### config.mk
export PLATFORM = sky130hd
export DESIGN_NAME = i2c_regport
export DESIGN_NICKNAME = d
export VERILOG_FILES = /design/src/rtl/i2c_regport.sv
export SDC_FILE = /design/constraint.sdc
export NUM_CORES = 1
export LEC_CHECK = 0
export BUFFER_PORTS_ARGS = -buffer_cell sky130_fd_sc_hd__buf_4
export CAP_MARGIN = 40
export CORE_UTILIZATION = 25
export CTS_CLUSTER_SIZE = 30
export DETAILED_ROUTE_END_ITERATION = 8
export GPL_ROUTABILITY_DRIVEN = 0
export GPL_TIMING_DRIVEN = 1
export SETUP_SLACK_MARGIN = 0.2
export SYNTH_ARGS = -nofsm -noshare
export SYNTH_HDL_FRONTEND = slang
export SYNTH_SLANG_ARGS = --single-unit
### constraint.sdc
create_clock -name clk -period 2.2 [get_ports clk]
set_input_delay 0.44 -clock clk [delete_from_list [all_inputs] [get_ports clk]]
set_output_delay 0.44 -clock clk [all_outputs]
set_load 0.02 [all_outputs]
### src/rtl/i2c_regport.sv
module i2c_regport #(
  parameter logic [3:0] DEV_HI = 4'b0010
) (
  input  logic       clk,
  input  logic       rst_n,
  input  logic       scl_i,
  input  logic       sda_i,
  output logic       sda_oe,
  input  logic [2:0] strap,
  output logic [6:0] reg_addr,
  output logic       reg_wr,
  output logic [7:0] reg_wdata,
  output logic       reg_rd,
  input  logic [7:0] reg_rdata
);

  typedef enum logic [2:0] {P_IDLE, P_ADDR, P_MAP, P_WR, P_RD} phase_t;

  phase_t     phase;
  logic [2:0] scl_p, sda_p;
  logic [3:0] cnt;
  logic [7:0] shreg, txreg;
  logic [6:0] map_ptr;
  logic       autoinc, rw, nack;

  always_ff @(posedge clk or negedge rst_n)
    if (!rst_n) begin
      scl_p <= 3'b111;
      sda_p <= 3'b111;
    end else begin
      scl_p <= {scl_p[1:0], scl_i};
      sda_p <= {sda_p[1:0], sda_i};
    end

  wire scl_s = scl_p[1];
  wire scl_q = scl_p[2];
  wire sda_s = sda_p[1];
  wire sda_q = sda_p[2];

  wire rise    = scl_s & ~scl_q;
  wire fall    = ~scl_s & scl_q;
  wire start_c = scl_s & scl_q & sda_q & ~sda_s;
  wire stop_c  = scl_s & scl_q & ~sda_q & sda_s;

  wire       rx       = (phase == P_ADDR) || (phase == P_MAP) || (phase == P_WR);
  wire       addr_hit = shreg[7:1] == {DEV_HI, strap};
  wire [2:0] bidx     = 3'(4'd7 - cnt);

  assign reg_addr  = map_ptr;
  assign reg_wdata = shreg;

  always_ff @(posedge clk or negedge rst_n)
    if (!rst_n) begin
      phase   <= P_IDLE;
      cnt     <= 4'd0;
      shreg   <= 8'd0;
      txreg   <= 8'd0;
      map_ptr <= 7'd0;
      autoinc <= 1'b0;
      rw      <= 1'b0;
      nack    <= 1'b0;
      sda_oe  <= 1'b0;
      reg_wr  <= 1'b0;
      reg_rd  <= 1'b0;
    end else begin
      reg_wr <= 1'b0;
      reg_rd <= 1'b0;
      if (start_c) begin
        phase  <= P_ADDR;
        cnt    <= 4'd0;
        sda_oe <= 1'b0;
      end else if (stop_c) begin
        phase  <= P_IDLE;
        cnt    <= 4'd0;
        sda_oe <= 1'b0;
      end else if (phase != P_IDLE) begin
        if (rise) begin
          if (rx && cnt < 4'd8) shreg <= {shreg[6:0], sda_s};
          if (cnt == 4'd8) nack <= sda_s;
          if (cnt < 4'd9) cnt <= cnt + 4'd1;
        end else if (fall) begin
          if (rx) begin
            if (cnt == 4'd8) begin
              case (phase)
                P_ADDR:
                  if (addr_hit) begin
                    sda_oe <= 1'b1;
                    rw     <= shreg[0];
                  end else begin
                    phase <= P_IDLE;
                  end
                P_MAP: begin
                  sda_oe  <= 1'b1;
                  map_ptr <= shreg[6:0];
                  autoinc <= shreg[7];
                end
                default: begin
                  sda_oe <= 1'b1;
                  reg_wr <= 1'b1;
                end
              endcase
            end else if (cnt == 4'd9) begin
              cnt <= 4'd0;
              case (phase)
                P_ADDR:
                  if (rw) begin
                    phase  <= P_RD;
                    txreg  <= reg_rdata;
                    sda_oe <= ~reg_rdata[7];
                    reg_rd <= 1'b1;
                  end else begin
                    phase  <= P_MAP;
                    sda_oe <= 1'b0;
                  end
                P_MAP: begin
                  phase  <= P_WR;
                  sda_oe <= 1'b0;
                end
                default: begin
                  sda_oe <= 1'b0;
                  if (autoinc) map_ptr <= map_ptr + 7'd1;
                end
              endcase
            end
          end else begin
            if (cnt >= 4'd1 && cnt <= 4'd7) begin
              sda_oe <= ~txreg[bidx];
            end else if (cnt == 4'd8) begin
              sda_oe <= 1'b0;
              if (autoinc) map_ptr <= map_ptr + 7'd1;
            end else if (cnt == 4'd9) begin
              if (nack) begin
                phase <= P_IDLE;
              end else begin
                txreg  <= reg_rdata;
                sda_oe <= ~reg_rdata[7];
                reg_rd <= 1'b1;
                cnt    <= 4'd0;
              end
            end
          end
        end
      end
    end

  assert_oe_low_scl_R11: assert property (@(posedge clk) disable iff (!rst_n)
    !$stable(sda_oe) |-> !scl_s);

  assert_idle_release_R3: assert property (@(posedge clk) disable iff (!rst_n)
    (phase == P_IDLE) |-> !sda_oe);

  assert_wr_pulse_R5: assert property (@(posedge clk) disable iff (!rst_n)
    reg_wr |=> !reg_wr);

  assert_wr_in_write_R5: assert property (@(posedge clk) disable iff (!rst_n)
    reg_wr |-> (phase == P_WR) && sda_oe);

  assert_rd_in_read_R7: assert property (@(posedge clk) disable iff (!rst_n)
    reg_rd |-> (phase == P_RD));

  assert_rstart_keeps_ptr_R10: assert property (@(posedge clk) disable iff (!rst_n)
    start_c |=> $stable(map_ptr));

endmodule

==> flow_summary.json, run 1 <==
{
  "numCtsBuffers": 5,
  "clock_sinks": 42,
  "clk_pin_slew_worst_paths_ns": 0.09,
  "setup_viol": 0,
  "cpPeakStageDelay_ns": 0.46,
  "synthDistinctLibCells": 61,
  "cts_tree": "yes",
  "yosysMostFrequentCell": "dfrtp_1",
  "routed_wl_um": 6190,
  "tightest_slew_ns": 0.534,
  "hp-class": "primary input to async pin",
  "drive_gt1_share_pct": 50.3,
  "fin_setup_tns_ns": 0,
  "num-nets-final": 308,
  "dp_slack_ns": 0.0396,
  "ys_top_cells_by_count": "dfrtp_1, mux2_2, nand2_1",
  "end_kind": "flop",
  "fmax_mhz": 471,
  "worst-setup-path-type": "flop to flop",
  "yosysTopAreaCellShare_pct": 37.4,
  "p_leak_nw": 1.45,
  "coreArea_um2": 9280,
  "critical_path.top_delay_family": "flip-flops",
  "rsz0062_at_grt": "true",
  "yosysWarnings": 0,
  "gr-total-overflow": 0,
  "period_share_pct": 96.4,
  "place_area_um2": 3000,
  "fp-row-count": 35,
  "synth_top_cell_by_area": "dfrtp_1",
  "postRouteAntennaNets": 0,
  "cp.required_ns": 2.38,
  "initial_core_util_pct": 25.9,
  "arrival_ns": 2.30,
  "hold_violations": 0,
  "synthTopCellsByArea": "dfrtp_1, mux2_2, dfstp_2, ha_1, a2bb2oi_1",
  "peakVddDrop_mv": 0.393,
  "ys_ff_latch": 42,
  "crit_fanout": 5,
  "syn_to_final_growth_pct": 42.5,
  "syn_nets": 240,
  "final_area_um2": 3430,
  "clockBufferDepth": 2,
  "slew_headroom_pct": 64.4,
  "fillers": 915,
  "io_buffers": 32,
  "slew_violations": 0,
  "path_buf_inv": 2,
  "ys.flop_type": "dfrtp_1",
  "start_kind": "flop",
  "h-tree-depth": 2,
  "antenna_found_initial": 0,
  "grt_pass1_vias": 2036,
  "dieArea_um2": 10000,
  "drc_errors": 0,
  "syn-mean-instance-area_um2": 11.1,
  "post_drt_wl_per_cell_um": 14.9,
  "yosysSeqAreaShare_pct": 44.0,
  "synth_enable_flop_cells": 0,
  "die_x_um": 100,
  "cp_slowest_cell": "dfrtp_2",
  "grtUsageTotal_pct": 12.9,
  "fin_ws_ns": 0.0791,
  "crit_chain": "inv_4, ha_4, nand2b_4, o21ba_4, or3b_4, o22ai_4, buf_12, mux2_4",
  "clkLatencyLatePin_ns": 0.30,
  "grt_pass1_wl_um": 10200,
  "viasPerCell": 5.06,
  "status": "finished clean",
  "hpwl_um": 4250,
  "syn_inst": 217,
  "grt_max_degree": 43,
  "maxCapViolCount": 0,
  "synthArstFlopShare_pct": 100,
  "cts-root-buf": "clkbuf_8",
  "dr_total_vias": 2100,
  "antenna_cells": 0,
  "drt_iter0_drc": 136,
  "period_minus_slack_ns": 2.12,
  "firstDrtPassIters": 5,
  "p_per_area_nw_per_um2": 771,
  "die_y_um": 100,
  "netlist_area_um2": 2410,
  "finClkSkew_ns": 0.0104,
  "io_pins": 33
}
[cell families (layout without fill, tap and decap cells)]
| family | after synthesis | count (layout) | share of synthesized area (%) |
|---|---|---|---|
| and+or+nand+nor | 62 | 62 | 14.8 |
| AOI/OAI and AO/OA | 56 | 56 | 18.1 |
| DFF | 42 | 42 | 44.0 |
| muxes | 26 | 26 | 13.6 |
| buffers and inverters | 18 | 87 | 3.54 |
| adders and majority gates | 8 | 8 | 4.16 |
| xor gates and xnor gates | 5 | 5 | 1.82 |
[flip-flops by register name, indices dropped and copies added (netlist names), 3 cells and up]
signal and flops:
cnt 4, phase 3, reg_addr 7, reg_wdata 8
scl_p 3, sda_p 3, txreg 8
[placed cells by master (no fill, tap or decap), types with 3 or more instances in the layout]
cell type / count
clkbuf_8: 5
ha_1: 5
o21ai_0: 8
nor2_1: 8
a211oi_2: 4
mux2i_1: 3
nand3_1: 8
nand2_1: 11
nand4_1: 5
a2bb2oi_1: 7
dfstp_2: 6
xnor2_1: 4
mux2_2: 11
a21oi_1: 5
nor3_1: 4
inv_1: 6
dfrtp_1: 34
mux2_4: 10
buf_4: 65
[where the power goes]
| part | internal, W | switching [W] |
|---|---|---|
| logic | 0.000552 | 0.000506 |
| registers | 0.000890 | 0.000198 |
| clock network | 0.000224 | 0.000272 |
| total | 0.00167 | 0.000976 |
[area by class of cell]
type / instances / area (um2) / area share, %
multi-input cells: 157 / 1500 / 43.8
flip-flops and latches: 42 / 1060 / 30.9
repair buffers: 70 / 578 / 16.9
well taps: 129 / 161 / 4.71
clock buffers: 6 / 72.6 / 2.12
inverters: 9 / 40.0 / 1.17
clock inverters: 2 / 13.8 / 0.401
[metrics by stage]
stage / instances / util, % / hold WS (ns) / power (W)
finish: 415 / 36.9 / 0.100 / 0.00264
global route: 415 / 36.9 / 0.143 / 0.00281
CTS: 408 / 35.0 / 0.129 / 0.00257
detailed placement: 391 / 32.3 / 0.349 / 0.00196
global placement: 391 / 32.3 / 0.347 / 0.00195
floorplan: 217 / - / 0.144 / 0.00163
[what timing repair did]
item / CTS / global route
setup buffers: 8 / 7
hold buffers: 0 / 0
setup endpoints to repair: 21 / 23
gates resized for setup: 17 / 23
pin swaps: 0 / 7
gates cloned: 1 / 0
[per-layer routing]
layer  up-vias  wire length [um]  share of wire [%]  global-route usage, %
li1        963                 -                  -                      -
met5         -                 0                  0                      0
met1      1049              2710                 44                   17.8
met2        77              3130                 51                   20.4
met3        11               268                4.3                   2.44
met4         0                79                1.3                   3.90
[worst paths after layout]
path,slack [ns],start,cells after the start,endpoint
hold reg to reg,0.36,scl_p[0],0,scl_p[1]
hold / removal,0.10,rst_n,1,reg_addr[5]
max in group asynchronous,1.68,rst_n,1,cnt[0]
setup / recovery,0.08,cnt[0],8,txreg[1]
setup reg to reg,0.08,cnt[0],8,txreg[1]
min in group clk,0.25,sda_i,1,sda_p[0]
Power figures use the tool's default switching activity.
==> run 2: changes to the inputs <==
Settings changed: SETUP_SLACK_MARGIN 0.2 to 0.1.
==> run 2 against run 1 <==
- sequential cell count is the same
- routed wire length shrank 2.5%
- largest cell class unchanged
- combinational power shrank 8%
- critical endpoint is now txreg[6]
- clock power grew 4%
- cell area shrank 5.5%
- highest routed layer unchanged
- power shrank 2.7%
- worst hold slack lost 0.00086 ns
==> flow_summary.json, run 2 (synthesis results as in run 1) <==
{
  "status": "finished clean",
  "hpwl_um": 4190,
  "crit_chain": "inv_2, ha_4, nand2b_4, o21ba_4, or3b_4, o22ai_4, clkbuf_16, mux2_4",
  "numCtsBuffers": 5,
  "dieArea_um2": 10000,
  "fin_cells": 406,
  "gr-total-overflow": 0,
  "cpPeakStageDelay_ns": 0.41,
  "end_kind": "flop",
  "antenna_cells": 0,
  "peakVddDrop_mv": 0.309,
  "die_x_um": 100,
  "fmax_mhz": 461,
  "start_kind": "flop",
  "routed_wl_um": 6040,
  "fillers": 980,
  "dr_total_vias": 2012,
  "finClkSkew_ns": 0.00347,
  "clkLatencyLatePin_ns": 0.30,
  "period_minus_slack_ns": 2.17,
  "place_area_um2": 2960,
  "drive_gt1_share_pct": 45.5,
  "clk_pin_slew_worst_paths_ns": 0.08,
  "grt_pass1_wl_um": 9660,
  "fin_setup_tns_ns": 0,
  "period_share_pct": 98.7,
  "hold_violations": 0,
  "final_cell_mix": "buf_4, dfrtp_1, nand2_1, mux2_2, mux2_4",
  "tightest_slew_ns": 0.542,
  "slew_headroom_pct": 63.9,
  "multi_input_area_um2": 1400,
  "io_pins": 33,
  "fp-row-count": 35,
  "maxCapViolCount": 0,
  "syn_to_final_growth_pct": 34.6,
  "regArea_um2": 1060,
  "hp-class": "primary input to async pin",
  "h-tree-depth": 2,
  "arrival_ns": 2.37,
  "cts_tree": "yes",
  "die_y_um": 100,
  "dp_cells": 388,
  "grt_max_degree": 43,
  "drc_errors": 0,
  "worst-setup-path-type": "flop to flop",
  "cp_slowest_cell": "dfrtp_1",
  "reg2reg_to": "txreg[6]",
  "initial_core_util_pct": 25.9,
  "io_buffers": 32,
  "r2r-start": "cnt[1]",
  "num-nets-final": 299,
  "antenna_found_initial": 0,
  "mostFrequentLayoutCell": "buf_4",
  "coreArea_um2": 9280,
  "drt_iter0_drc": 173,
  "clock_sinks": 42,
  "grt_pass1_vias": 1871,
  "grtUsageTotal_pct": 12.4,
  "slew_violations": 0,
  "setup_viol": 0,
  "viasPerCell": 4.96,
  "rr_worst_depth": 8,
  "cp.required_ns": 2.39,
  "rsz0062_at_grt": "true",
  "cts-root-buf": "clkbuf_8",
  "p_leak_nw": 1.40,
  "firstDrtPassIters": 4,
  "crit_fanout": 4,
  "p_per_area_nw_per_um2": 793,
  "post_drt_wl_per_cell_um": 14.9,
  "clockBufferDepth": 2,
  "final_area_um2": 3240,
  "rrSetupSlack_ns": 0.03,
  "postRouteAntennaNets": 0
}
[run 2: metrics by stage]
step	power (W)	util [%]	hold WS, ns	worst slack, ns
floorplan	0.00162	-	0.144	0.0307
global placement	0.00194	31.9	0.347	0.0689
detailed placement	0.00195	31.9	0.351	0.0365
CTS	0.00248	33.0	0.133	0.0504
global route	0.00272	34.9	0.141	-0.0178
finish	0.00257	34.9	0.0996	0.0288
[run 2: where the power goes]
group / switching, W / internal [W] / leakage (nW)
registers: 0.000192 / 0.000888 / 0.541
logic: 0.000471 / 0.000505 / 0.807
clock network: 0.000290 / 0.000224 / 0.0483
total: 0.000954 / 0.00162 / 1.40
[run 2: per-layer routing]
layer / wire length (um) / vias up / track usage, % / share of wire, %
met3: 212 / 12 / 2.30 / 3.5
met2: 2880 / 59 / 18.8 / 48
met5: 0 / - / 0 / 0
met4: 127 / 0 / 5.13 / 2.1
met1: 2820 / 989 / 17.3 / 47
li1: - / 952 / - / -
[run 2: how the worst max path moves through the flow]
stage / slack, ns / end / from / depth (start not counted)
2_1_floorplan: 0.03 / txreg[0] / cnt[0] / 8
3_3_place_gp: 0.07 / txreg[6] / cnt[0] / 8
3_5_place_dp: 0.04 / txreg[1] / cnt[0] / 8
4_1_cts: 0.05 / phase[0] / cnt[2] / 6
5_1_grt: -0.02 / txreg[6] / cnt[1] / 8
6_report: 0.03 / txreg[6] / cnt[1] / 8
[run 2: timing repair]
item                                    4_1_cts  5_1_grt
gates resized for setup                       2       21
setup buffers                                 1        8
hold buffers                                  0        0
gates cloned                                  0        1
pin swaps                                     0       11
endpoints found under the setup margin       10       29
[run 2: area by class of cell]
cell class	instances	share of cell area, %
tap	129	4.98
multi-input combinational	157	43.2
inverter	9	1.24
clock inverter	3	0.579
clock buffer	5	2.12
timing repair buffer	61	15.2
sequential	42	32.7
[run 2: critical path, delay by kind of cell, from the launching register on]
| kind | cells | cell delay (ns) |
|---|---|---|
| adder cells (fa/ha/maj) | 1 | 0.15 |
| buffers and inverters | 2 | 0.30 |
| AND/OR/NAND/NOR | 2 | 0.46 |
| multiplexers | 1 | 0.29 |
| flip-flops | 1 | 0.41 |
| AO/OA/AOI/OAI | 2 | 0.45 |
